[src/rtl/cdt_pkg.sv]
// cdt_pkg: shared constants and the control-register layout for the
// down-counting timer. Assumes a 32-bit bus with word-aligned registers.
package cdt_pkg;
    localparam int PS_W      = 3;        // prescale code width
    localparam int CTL_W     = PS_W + 3; // implemented control bits
    localparam int WORD_LSB  = 2;        // byte-to-word address shift

    localparam int IDX_CTRL  = 0;
    localparam int IDX_LOAD  = 1;
    localparam int IDX_COUNT = 2;

    // Packed from msb: prescale[5:3], auto-reload[2], run[1], enable[0]
    typedef struct packed {
        logic [PS_W-1:0] ps;
        logic            ar;
        logic            run;
        logic            en;
    } ctl_t;
endpackage

[src/rtl/cdt_prescale.sv]
// cdt_prescale: divides the block clock by 2^(ps+1) into a one-clock
// tick. Assumes ps may change at any time; an over-range phase wraps at once.
module cdt_prescale #(
    parameter int PS_W = 3
) (
    input  logic            clk,
    input  logic            rst_n,
    input  logic            en,
    input  logic [PS_W-1:0] ps,
    output logic            tick
);
    localparam int DIV_W = 1 << PS_W;

    logic [DIV_W-1:0] phase;
    logic [DIV_W:0]   limit;

    // Terminal phase for the current prescale code
    always_comb begin
        limit = ((DIV_W+1)'(1) << (int'(ps) + 1)) - (DIV_W+1)'(1);
        tick  = en && ({1'b0, phase} >= limit);
    end

    // Phase counter advances only while enabled, otherwise frozen
    always_ff @(posedge clk) begin
        if (!rst_n)
            phase <= '0;
        else if (en)
            phase <= tick ? '0 : phase + DIV_W'(1);
    end

    AST_TICK_SPACING: assert property (@(posedge clk) disable iff (!rst_n)
        tick |=> !tick);
endmodule

[src/rtl/cdt_core.sv]
// cdt_core: the down counter with pending-load flag, expiry detection and
// interrupt pulse. Assumes tick is a single-clock strobe and that run_set and
// load_idle are single-clock strobes from the register block.
module cdt_core #(
    parameter int DATA_W = 32
) (
    input  logic              clk,
    input  logic              rst_n,
    input  logic              tick,
    input  logic              run,
    input  logic              ar,
    input  logic [DATA_W-1:0] load_val,
    input  logic              run_set,
    input  logic              load_idle,
    output logic [DATA_W-1:0] cnt,
    output logic              stop_req,
    output logic              irq
);
    logic pend;
    logic expire;

    // Expiry: a running count found at zero with no load pending
    always_comb begin
        expire   = tick && !pend && run && (cnt == '0);
        stop_req = expire && !ar;
    end

    // Pending-load flag: set by a start edge or an idle load write
    always_ff @(posedge clk) begin
        if (!rst_n)
            pend <= 1'b0;
        else if (run_set || load_idle)
            pend <= 1'b1;
        else if (tick)
            pend <= 1'b0;
    end

    // Counter: load, decrement, reload or hold on each tick
    always_ff @(posedge clk) begin
        if (!rst_n)
            cnt <= '0;
        else if (tick) begin
            if (pend)
                cnt <= load_val;
            else if (run) begin
                if (cnt != '0)
                    cnt <= cnt - DATA_W'(1);
                else if (ar)
                    cnt <= load_val;
            end
        end
    end

    // Interrupt pulse registered one clock after expiry
    always_ff @(posedge clk) begin
        if (!rst_n)
            irq <= 1'b0;
        else
            irq <= expire;
    end

    AST_DECREMENT: assert property (@(posedge clk) disable iff (!rst_n)
        (tick && run && !pend && cnt != '0) |=> cnt == $past(cnt) - DATA_W'(1));
    AST_IRQ_SINGLE: assert property (@(posedge clk) disable iff (!rst_n)
        irq |=> !irq);
    AST_RELOAD: assert property (@(posedge clk) disable iff (!rst_n)
        (expire && ar) |=> cnt == $past(load_val));
    AST_STOPPED_HOLD: assert property (@(posedge clk) disable iff (!rst_n)
        (!run && !pend) |=> $stable(cnt));
endmodule

[src/rtl/cdt_regs.sv]
// cdt_regs: register decode, control and load storage, read mux. Assumes
// single-cycle writes and a combinational read; misaligned accesses miss.
module cdt_regs
    import cdt_pkg::*;
#(
    parameter int DATA_W = 32,
    parameter int ADDR_W = 4
) (
    input  logic              clk,
    input  logic              rst_n,
    input  logic [ADDR_W-1:0] addr,
    input  logic              we,
    input  logic [DATA_W-1:0] wdata,
    input  logic              stop_req,
    input  logic [DATA_W-1:0] cnt,
    output ctl_t              ctl,
    output logic [DATA_W-1:0] load_val,
    output logic              run_set,
    output logic              load_idle,
    output logic [DATA_W-1:0] rdata
);
    localparam int IDX_W = ADDR_W - WORD_LSB;

    logic [IDX_W-1:0] idx;
    logic             aligned;
    logic             wr_ctrl;
    logic             wr_load;
    ctl_t             wctl;

    // Address decode and write strobes
    always_comb begin
        idx       = addr[ADDR_W-1:WORD_LSB];
        aligned   = (addr[WORD_LSB-1:0] == '0);
        wr_ctrl   = we && aligned && (idx == IDX_W'(IDX_CTRL));
        wr_load   = we && aligned && (idx == IDX_W'(IDX_LOAD));
        wctl      = ctl_t'(wdata[CTL_W-1:0]);
        run_set   = wr_ctrl && wctl.run && !ctl.run;
        load_idle = wr_load && !ctl.run;
    end

    // Control register: hardware stop, software write wins
    always_ff @(posedge clk) begin
        if (!rst_n)
            ctl <= '0;
        else begin
            if (stop_req)
                ctl.run <= 1'b0;
            if (wr_ctrl)
                ctl <= wctl;
        end
    end

    // Load register, write only
    always_ff @(posedge clk) begin
        if (!rst_n)
            load_val <= '0;
        else if (wr_load)
            load_val <= wdata;
    end

    // Read mux: control, zero for load, live count
    always_comb begin
        rdata = '0;
        if (aligned) begin
            if (idx == IDX_W'(IDX_CTRL))
                rdata = DATA_W'(ctl);
            else if (idx == IDX_W'(IDX_COUNT))
                rdata = cnt;
        end
    end

    AST_ONESHOT_STOP: assert property (@(posedge clk) disable iff (!rst_n)
        (stop_req && !wr_ctrl) |=> !ctl.run);
endmodule

[src/rtl/cdt_top.sv]
// cdt_top: down-counting interval timer with register bus and interrupt.
// Assumes one clock domain; the prescaler reference is clk itself.
module cdt_top
    import cdt_pkg::*;
#(
    parameter int DATA_W = 32,
    parameter int ADDR_W = 4
) (
    input  logic              clk,
    input  logic              rst_n,
    input  logic [ADDR_W-1:0] bus_addr,
    input  logic              bus_we,
    input  logic [DATA_W-1:0] bus_wdata,
    output logic [DATA_W-1:0] bus_rdata,
    output logic              irq
);
    ctl_t              ctl;
    logic [DATA_W-1:0] load_val;
    logic [DATA_W-1:0] cnt;
    logic              run_set;
    logic              load_idle;
    logic              stop_req;
    logic              tick;

    cdt_regs #(.DATA_W(DATA_W), .ADDR_W(ADDR_W)) u_regs (
        .clk(clk), .rst_n(rst_n), .addr(bus_addr), .we(bus_we),
        .wdata(bus_wdata), .stop_req(stop_req), .cnt(cnt), .ctl(ctl),
        .load_val(load_val), .run_set(run_set), .load_idle(load_idle),
        .rdata(bus_rdata)
    );

    cdt_prescale #(.PS_W(PS_W)) u_pre (
        .clk(clk), .rst_n(rst_n), .en(ctl.en), .ps(ctl.ps), .tick(tick)
    );

    cdt_core #(.DATA_W(DATA_W)) u_core (
        .clk(clk), .rst_n(rst_n), .tick(tick), .run(ctl.run), .ar(ctl.ar),
        .load_val(load_val), .run_set(run_set), .load_idle(load_idle),
        .cnt(cnt), .stop_req(stop_req), .irq(irq)
    );

    AST_FROZEN: assert property (@(posedge clk) disable iff (!rst_n)
        !ctl.en |=> $stable(cnt));
endmodule

[config.mk]
export PLATFORM = sky130hd
export DESIGN_NAME = cdt_top
export DESIGN_NICKNAME = d
export VERILOG_FILES = /design/src/rtl/cdt_pkg.sv /design/src/rtl/cdt_prescale.sv /design/src/rtl/cdt_core.sv /design/src/rtl/cdt_regs.sv /design/src/rtl/cdt_top.sv
export SDC_FILE = /design/constraint.sdc
export NUM_CORES = 1
export LEC_CHECK = 0
export BUFFER_PORTS_ARGS = -buffer_cell sky130_fd_sc_hd__buf_4
export CORE_UTILIZATION = 50
export CTS_CLUSTER_DIAMETER = 200
export DETAILED_ROUTE_END_ITERATION = 12
export PLACE_DENSITY = 0.67
export SYNTH_ARGS = -nofsm -noshare
export SYNTH_HDL_FRONTEND = slang
export SYNTH_HIERARCHICAL = 1
export SYNTH_SLANG_ARGS = --single-unit
[constraint.sdc]
create_clock -name clk -period 8.65 [get_ports clk]
set_clock_uncertainty 0.1 [all_clocks]
set_input_delay 0.4325 -clock clk [delete_from_list [all_inputs] [get_ports clk]]
set_output_delay 0.4325 -clock clk [all_outputs]
set_load 0.02 [all_outputs]
# Word-level counts from Yosys, hierarchy flattened
# Index checks and enable logic that the tools add are counted.
[totals]
ff_bits = 80
inputBits = 39
word_cells = 53
[classes]
n_addsub = 4
n_lt_le_gt_ge = 1
eq_ne = 2
n_shift = 1
muxes = 12
reduce_logical = 24
[op_table]
columns = ["op", "n"]
rows = [
  ["32-bit two-way mux", 7],
  ["32-bit zero test", 1],
  ["32-bit nonzero test", 1],
  ["1-bit by 32-bit left shift with 9-bit output, first input constant", 1],
  ["32-bit by 1-bit subtractor with 32-bit output, second input constant", 1],
  ["1-bit logical AND", 11],
  ["8-bit by 9-bit >= comparator with 1-bit output", 1],
  ["9-bit by 2-bit subtractor with 9-bit output, second input constant", 1],
  ["8-bit by 1-bit adder with 8-bit output, second input constant", 1],
  ["8-bit two-way mux", 1],
  ["2-bit nonzero test", 3],
  ["3-bit by 1-bit adder with 4-bit output, second input constant", 1],
  ["2-bit zero test", 2],
  ["1-bit zero test", 3],
  ["1-bit two-way mux", 3],
  ["3-bit AND reduction", 1],
  ["3-bit nonzero test", 1],
  ["2-bit by 1-bit == test with 1-bit output, second input constant", 1],
  ["2-bit == test, second input constant", 1],
  ["2-bit two-way mux", 1],
  ["1-bit logical OR", 1],
]

# Logic depth before layout (Yosys ltp)
# Gate-level depths: netlist (run 1).
[depth]
ltp_word = 11
mapped_depth = 17

# Hierarchy
# Netlist (run 1), hierarchy kept.
[modules_own_cells]
columns = ["module", "n_inst", "cells_per_inst", "area_per_inst_um2"]
rows = [
  ["cdt_core", 1, 291, 2311.0],
  ["cdt_regs", 1, 208, 1825.5],
  ["cdt_prescale", 1, 79, 681.9],
]

# Worst setup path before layout (run 1)
# No wires, ideal clock.
[synth_timing]
kind = "flip-flop to flip-flop"
from = "reg u_regs/ctl[4] (netlist name)"
to = "reg u_core.cnt[0]"
arrival_ps = 3417
required_ps = 8464
setup_slack_ps = 5047
stages_incl_launch_ff = 16
cell_sequence = "dfxtp_1 -> buf_2 -> or3_4 -> ha_1 -> nand2b_1 -> nor3b_1 -> a21oi_1 -> ha_1 -> nand3_1 -> o21ai_1 -> and2_1 -> o21ai_0 -> a41oi_4 -> clkbuf_1 -> o21ai_0 -> a211oi_1"
[synth_between]
elab_chain_cells = 6
[synth_lines]
columns = ["item", "line_no", "source"]
rows = [
  ["3-bit by 1-bit adder with 4-bit output", "cdt_prescale.sv:19", "limit = ((DIV_W+1)'(1) << (int'(ps) + 1)) - (DIV_W+1)'(1);"],
  ["1-bit by 32-bit left shift with 9-bit output", "cdt_prescale.sv:19", ""],
  ["9-bit by 2-bit subtractor with 9-bit output", "cdt_prescale.sv:19", ""],
  ["8-bit by 9-bit >= comparator with 1-bit output", "cdt_prescale.sv:20", "tick = en && ({1'b0, phase} >= limit);"],
  ["1-bit logical AND", "cdt_prescale.sv:20", ""],
  ["named net tick", "cdt_top.sv:23", "logic tick;"],
  ["3-bit AND reduction (no line)", "n/a", ""],
  ["end signal, assigned", "cdt_core.sv:44", "cnt <= load_val;"],
  ["end signal, assigned", "cdt_core.sv:47", "cnt <= cnt - DATA_W'(1);"],
  ["end signal, assigned", "cdt_core.sv:49", "cnt <= load_val;"],
  ["end, declared", "cdt_core.sv:15", "output logic [DATA_W-1:0] cnt,"],
]
# The timed path passes the listed nets, and every way through them passes these cells.
# A chain may end at the register's enable or synchronous reset.

# Worst setup path in the final report (run 1)
[layout_timing]
from = "reg u_regs/ctl[5] (netlist name)"
to = "reg u_core.cnt[13]"
[layout_between]
elab_chain_cells = 6
[layout_lines]
columns = ["item", "line_no"]
rows = [
  ["3-bit by 1-bit adder with 4-bit output", "cdt_prescale.sv:19"],
  ["1-bit by 32-bit left shift with 9-bit output", "cdt_prescale.sv:19"],
  ["9-bit by 2-bit subtractor with 9-bit output", "cdt_prescale.sv:19"],
  ["8-bit by 9-bit >= comparator with 1-bit output", "cdt_prescale.sv:20"],
  ["1-bit logical AND", "cdt_prescale.sv:20"],
  ["named net tick", "cdt_top.sv:23"],
  ["3-bit AND reduction (no line)", "n/a"],
]
# The timed path passes the listed nets, and every way through them passes these cells.

==> summary by stage, run 1 <==
Setup path
The launch point of the worst path is u_regs/ctl[5]. The startpoint of the lowest-slack register-to-register path is u_regs/ctl[5]. The maximum fanout count along the critical path is 21. The required time of the critical path is 8810 ps. The critical path in this run is classified as reg -> reg. At the worst endpoint, the arrival time is 4860 ps. The endpoint kind of the worst setup timing path is a register.

The category of the worst setup path launch point is a register.

Logic synthesis
The count of unique library cells instantiated by Yosys is 62. The number of enable flip-flop cells after synthesis is 0. Of the total synthesized cell area, the portion taken by full adders, half adders and majority gates is 3.116%.

The dominant combinational cell family by area after synthesis is simple AND/OR/NAND/NOR gates. The most used flip-flop cell after synthesis is sky130_fd_sc_hd__dfxtp_1. For this run, the number of Yosys warnings is 6. The synthesized netlist devotes 15.53% of its cell area to compound gates.

Summing the areas of all and, or, nand and nor instances in the mapped netlist gives 27.14% of the synthesized area. The mean instance size in the synthesized netlist is 8.336 um2. Measured against the total synthesized area, the mux share comes to 13.09%.

Of the synthesized area, sequential elements account for 33.24%. The share of synthesized registers carrying an async set or reset is 0%. After synthesis, the largest area contributor takes up 33.24% of total cell area. The post-synthesis cell count is 578. By area the synthesized netlist is led by sky130_fd_sc_hd__dfxtp_1 33%, sky130_fd_sc_hd__mux2i_1 13%, sky130_fd_sc_hd__nand2_1 8.2%. Counting flops and latches in the post-synthesis netlist gives 80. Of the total synthesized cell area, the portion taken by XOR and XNOR cells is 1.454%.

The area of the mapped netlist is 0.004818 mm2. The cell type with the highest aggregate area in the netlist is sky130_fd_sc_hd__dfxtp_1.

Cells and area
The area growth from synthesis to layout is 13.61%. The net count of the finished layout is 672. Fill cells in the final layout number 865. The fraction of final layout cells sized beyond drive strength 1 is 16.61%. Once layout is complete, the utilization of the core stands at 58.96%. The number of antenna diodes in the final layout is 0.

Floorplan
Once the floorplan was initialized, standard cells occupied 51.90% of the core. After floorplanning, the core was divided into 35 placement rows. The overall die height is 100.2 um. The I/O pin count is 72.

The die footprint is 0.01003 mm2. The die boundary width is 100.2 um. The core region is 0.009284 mm2.

Global routing
The first global-routing pass estimated 20040 um of wire. The initial antenna violation count was 0. Entering global routing, the biggest net connects 99 pins. The total track usage is 25.06%. The total overflow left after global routing is 0. The number of global-route vias before repair was 3954.

STA
The final hold slack is 212.1 ps. The worst path needs 4698 ps of the cycle, external delays included. Setup violations remaining at the end of the flow were counted as 0. For the pin with the worst max-slew slack, the measured transition is 1123 ps. Setup repair after global routing left no endpoint under its margin.

Measured against its own limit, the worst slew margin works out to 25.16%. For this run, the top clock speed supported by timing is 212.9 MHz. The total count of hold-check failures in the final report came to 0.

The final sum of negative setup slack is 0 ps. The final critical path takes up 54.31% of the cycle. The number of max-slew violations in the final report is 0.

Route
In the routed design, unresolved DRC markers number 0. The first routing iteration left 283 violations. The routed layout has 4333 vias. The detail route stage leaves a number of antenna-violating nets equal to 0.

The pre-antenna-repair detailed-routing pass consisted of 5 iterations. The detailed-route wire length is 12080 um. In the final routed layout, each cell accounts on average for 16.00 um. The per-cell via count in the routed design is 5.739.

Worst hold path
The type of the worst min-delay path is in -> reg. The startpoint of the lowest-slack hold path is bus_wdata[20].

Power and ir drop
The switching power summed over all nets is 0.1671 mW. The total power of the final layout is 0.6918 mW. The share of power burned in registers is 53.9%.

Combinational cells account for 6.2% of the total power. The fraction of power consumed by the clock network is 39.8%. The cell area power density is 126.4 mW/mm2. The worst IR drop on VDD is 94.89 uV.

Net switching is 24.15% of the power. The leakage power is 2.420 nW. The cell-internal power is 0.5247 mW.

Run
The max capacitance violation total is 0.

Clocking
In this run, post-CTS hold repair placed 0 buffers. The number of buffers inserted during clock tree synthesis is 9. In this run the clock root is driven by a sky130_fd_sc_hd__clkbuf_8.

The number of buffers between clock root and the deepest sink is 2. TritonCTS built the clock tree. The post-cts sizing count is 0. The clock-pin transition on the worst setup and hold timing paths is 90 ps.

The clock reaches the later pin of the worst-skew pair after 360 ps. CTS saw 80 sinks. The deepest level of the CTS H-tree is 3. Buffers added to address setup during post-CTS repair amount to 0.

Placed design
Detailed placement finished with a half-perimeter wire length of 8191 um. The routability congestion estimate is 0.8384. The count of input and output buffers is 71.

Outcome
The flow ran to the end, and the final reports show no timing, DRC or antenna violations.
-- through the flow --
stage,worst slack (ps),std cells,cell area [um2]
CTS,4023,755,5474
global placement,4204,739,5279
detailed placement,4060,739,5279
floorplan,5047,579,4822
global route,3573,755,5474
finish,3952,755,5474
-- final cells by class --
type / count / area [um2] / share of cell area [%]
timing repair buffer: 72 / 540.5 / 9.874
clock inverter: 6 / 67.56 / 1.234
multi-input combinational: 444 / 2923 / 53.39
sequential: 80 / 1602 / 29.26
tap: 129 / 161.4 / 2.949
inverter: 14 / 52.55 / 0.9600
clock buffer: 10 / 127.6 / 2.331
-- flip-flops by register name, summed over array words and instances (netlist names) --
name	flops
u_core/cnt	32
u_regs/load_val	32
u_pre/phase	8
u_regs/ctl	6
u_core/irq	1
u_core/pend	1
-- worst max-delay path, cell delays in order, from the launching register on --
cell	delay, ps
sky130_fd_sc_hd__dfxtp_1	400
sky130_fd_sc_hd__or3_4	430
sky130_fd_sc_hd__ha_1	230
sky130_fd_sc_hd__nand2b_1	170
sky130_fd_sc_hd__nor3b_1	250
sky130_fd_sc_hd__a21oi_1	80
sky130_fd_sc_hd__ha_1	310
sky130_fd_sc_hd__nand3_1	70
sky130_fd_sc_hd__o21ai_1	530
sky130_fd_sc_hd__and2_1	250
sky130_fd_sc_hd__o21ai_0	170
sky130_fd_sc_hd__a41oi_4	560
sky130_fd_sc_hd__nand2_1	660
sky130_fd_sc_hd__o22ai_1	380
-- layer usage --
layer  part of all wire [%]  track usage [%]  vias up  wire length, um
met5                      0                0        -                0
met4                    1.4            7.804        0              165
met3                    5.6            4.178       20              673
met2                     46            39.41      137             5557
met1                     47            35.08     2008             5681
li1                       -                -     2168                -
-- Yosys cell counts (all sizes together) (5+ instances only) --
library cell  count
a211oi           12
a21oi            30
a31oi             5
and2             29
buf              26
clkbuf           15
dfxtp            80
ha               12
inv              13
mux2i            63
nand2           106
nand2b            5
nand3             5
nand4             8
nor2             27
nor3             19
nor4             10
o21ai            12
o22ai            20
or3              16
or4               8
xnor2             5
-- power by group through the flow --
stage / clock network, mW / registers, mW / logic (mW)
floorplan: 0 / 0.380 / 0.0265
global placement: 0 / 0.382 / 0.0424
detailed placement: 0 / 0.382 / 0.0432
CTS: 0.284 / 0.373 / 0.0434
global route: 0.298 / 0.374 / 0.0478
finish: 0.276 / 0.373 / 0.0430
-- final timing paths --
kind / to / slack, ps / depth (start not counted)
worst min register to register: u_regs/load_val[20] / 360 / 2
worst min-delay path: u_regs/load_val[20] / 210 / 3
worst max-delay path: u_core/cnt[13] / 3950 / 13
worst max register to register: u_core/cnt[13] / 3950 / 13
-- cells in the final DEF (no fill, tap or decap), drive strengths merged, types with 4 or more instances in the layout --
| cell | n |
|---|---|
| a211oi | 12 |
| buf | 72 |
| xnor2 | 5 |
| a41oi | 4 |
| a21oi | 30 |
| nor2 | 27 |
| clkbuf | 10 |
| nand3 | 5 |
| nor4 | 10 |
| a41o | 4 |
| o21ai | 12 |
| a31oi | 5 |
| or3 | 16 |
| nand2 | 106 |
| or4 | 8 |
| ha | 12 |
| inv | 14 |
| o221a | 4 |
| nand4 | 8 |
| o22ai | 20 |
| dfxtp | 80 |
| nor3 | 19 |
| mux2i | 63 |
| and2 | 29 |
| nand2b | 5 |
| and3 | 4 |
| a21o | 4 |
-- logic make-up after synthesis --
logic type,after synthesis
buf+inv,55
other cells,1
xor+xnor,8
mux,63
compound gates,108
flops,80
simple gates,251
fa+ha+maj,12
(Power assumes the default switching activity.)
==> run 2, diff against run 1 <==
PLACE_DENSITY = 0.7   (was 0.67)
clock period = 4.1 ns   (was 8.65 ns; I/O delays follow)
==> run 2 against run 1 <==
Count of clock-buffer cells in the layout increased by 2; clock power increased by 120%; sequential power increased by 110%; die area unchanged; setup slack got worse by 3600 ps; power increased by 120%; critical path depth increased by 2; global-route usage increased by 0.98 points; sequential share of layout area decreased by 1.5 points; largest power group unchanged.
==> summary by stage, run 2 (synthesized netlist as in run 1, its figures left out) <==
Outcome
The flow ran to the end, and the final reports show no timing, DRC or antenna violations.

Floorplan
The floorplan step set the die width to 100.2 um. The I/O pin count is 72. The effective utilization at floorplan is 51.90%. The die is 100.2 um tall. The die covers 0.01003 mm2. The floorplan has 35 rows. The core area is 0.009284 mm2.

Global routing
The residual overflow from global routing is 0. The global-route wire length before repair is 20930 um. The largest net degree at the start of global routing is 60.

The number of global-route vias before repair was 4233. The initial antenna violation count is 0. Global routing used 26.04% of the available tracks.

Route
The post-route DRC violation count is 0. The DRC marker count from the first detailed-route iteration is 296. Dividing the detail-routed wire length by the instance count gives 16.25 um. For this block, the routed nets add up to 12780 um of wire. The remaining number of nets flagged by the antenna check after routing is 0.

The first detailed-routing pass ran for 7 iterations. Using the TritonRoute via totals, the vias-per-cell ratio works out to 5.751. Detailed routing inserted a total of 4520 vias.

Setup path
The critical path start-end classification is reg -> reg. STA classifies the critical path startpoint as a register. The path depth of the worst reg2reg path is 15. The endpoint identified for the worst register-to-register timing path is u_core/cnt[21]. The worst register-to-register path begins at u_regs/ctl[5]. The arrival time of the worst setup path is 3920 ps. STA classifies the critical path endpoint as a register. Along the worst path, the maximum fanout reaches 11. STA puts the critical path data required time at 4250 ps.

For flop-to-flop paths, the worst setup slack is 330 ps.

Worst hold path
The capture endpoint of the worst hold path is u_regs/load_val[12]. The type of the worst min-delay path is in -> reg. Along the worst hold path, the cell count comes to 3. The startpoint of the lowest-slack hold path is bus_wdata[12].

Placed design
Summed over all nets, the half-perimeter wirelength after detailed placement is 8670 um. The count of input and output buffers is 71. The worst setup timing slack at the placement stage is 253.8 ps. The routability congestion estimate is 0.8395. In this run the cell area measured after placement is 0.005346 mm2.

Clocking
CTS placed an instance of sky130_fd_sc_hd__clkbuf_8 at the clock tree root. In this run the deepest clock path goes through 2 buffers. After clock tree synthesis, the clock-pin slew on the worst setup and hold paths is 90 ps. TritonCTS built the clock tree. The clock latency of the later-clocked register in the worst-skew pair is 360 ps. The number of buffers inserted during clock tree synthesis is 9. The post-CTS setup buffer count is 0. The H-tree was split into 3 levels. The number of clock sinks is 80.

Cells and area
The layout-stage area growth over the synthesis result is 19.86%. Cells with a size suffix above 1 make up 17.35% of the layout. The area of combinational cells with multiple inputs is 0.002924 mm2. In the final layout, the registers with the most flip-flops are u_core/cnt (32), u_regs/load_val (32), u_pre/phase (8). For this run, the post-layout net count is 703.

The leading cell type in the layout, fill and taps excluded is sky130_fd_sc_hd__nand2_1. With fillers left out, the area of the finished cells amounts to 0.005776 mm2. The number of filler cells placed in the layout is 858. The area taken by flip-flops and latches is 0.001602 mm2. In the layout the commonest cells are 105 x sky130_fd_sc_hd__nand2_1, 81 x sky130_fd_sc_hd__buf_4, 80 x sky130_fd_sc_hd__dfxtp_1. The final antenna diode count is 0.

STA
The final critical-path share of the clock period is 92.00%. The final setup violation count is 0. For the finished layout, the period the worst path requires is 3772 ps. The final sum of negative setup slack is 0 ps. The number of max-slew violations in the final report came to 0. The slew of the pin with the lowest slew margin is 1144 ps. The final worst-path setup slack is 327.9 ps. The total count of hold-check failures in the final report is 0. Setup repair after global routing left no endpoint under its margin. The timing-limited maximum frequency is 265.1 MHz. Measured against its own limit, the worst slew margin works out to 23.75%.

Power and ir drop
Summed over all cells, the static leakage comes to 2.556 nW. The total power of the final layout is 1.512 mW. The worst IR drop on VDD is 210.6 uV. The cell area power density is 261.8 mW/mm2.

Run
The max capacitance violation total is 0.
-- run 2: worst max path at each step --
stage,slack [ps],depth (start not counted),endpoint,start
global route,120,15,u_core/cnt[22],u_regs/ctl[5]
finish,330,15,u_core/cnt[21],u_regs/ctl[5]
global placement,370,15,u_core/cnt[22],u_regs/ctl[5]
CTS,230,15,u_core/cnt[21],u_regs/ctl[5]
detailed placement,250,15,u_core/cnt[21],u_regs/ctl[5]
floorplan,500,15,u_core/cnt[0],u_regs/ctl[4]
-- run 2: per-stage QoR --
stage / std cells / hold WS, ps / utilization [%]
after floorplan: 579 / 243.8 / -
after global placement: 748 / 347.6 / 57.59
after detailed placement: 748 / 353.0 / 57.59
after CTS: 786 / 2.221 / 62.20
after global routing: 786 / 0.1854 / 62.21
final: 786 / 8.972 / 62.21
-- run 2: power breakdown --
| part | switching [mW] | internal, mW | total (mW) | leakage [nW] |
|---|---|---|---|---|
| combinational | 0.0543 | 0.0577 | 0.112 | 1.82 |
| sequential | 0.00590 | 0.781 | 0.787 | 0.645 |
| clock | 0.297 | 0.315 | 0.612 | 0.0948 |
| total | 0.358 | 1.15 | 1.51 | 2.56 |
-- run 2: routing by layer --
| metal | wire length, um | global-route usage (%) | share of wire, % |
|---|---|---|---|
| met4 | 147 | 6.912 | 1.2 |
| met3 | 630 | 3.900 | 4.9 |
| met5 | 0 | 0 | 0 |
| met2 | 6179 | 42.94 | 48 |
| met1 | 5818 | 35.61 | 46 |
-- run 2: repair_timing --
| action | 4_1_cts | 5_1_grt |
|---|---|---|
| endpoints found under the setup margin | 0 | 1 |
| hold buffers | 22 | 0 |
| gates resized for setup | 0 | 1 |
| hold endpoints to repair | 22 | 0 |
-- run 2: cell type report --
cell class / instances / area share, %
well taps: 129 / 2.795
inverters: 14 / 0.9099
multi-input cells: 444 / 50.63
repair buffers: 103 / 14.34
clock buffers: 12 / 2.686
flip-flops and latches: 80 / 27.73
clock inverters: 4 / 0.9099
-- run 2: critical path, stage by stage, from the launching register on --
cell and delay (ps):
sky130_fd_sc_hd__dfxtp_1 420, sky130_fd_sc_hd__or3_4 440, sky130_fd_sc_hd__ha_1 230, sky130_fd_sc_hd__nand2b_1 170, sky130_fd_sc_hd__nor3b_1 210, sky130_fd_sc_hd__a21oi_1 70
sky130_fd_sc_hd__ha_1 290, sky130_fd_sc_hd__a21o_1 160, sky130_fd_sc_hd__a221oi_1 250, sky130_fd_sc_hd__o21ai_1 120, sky130_fd_sc_hd__and2_1 190, sky130_fd_sc_hd__o21ai_0 180
sky130_fd_sc_hd__a41o_2 300, sky130_fd_sc_hd__buf_4 210, sky130_fd_sc_hd__a21oi_1 50, sky130_fd_sc_hd__o221a_1 270
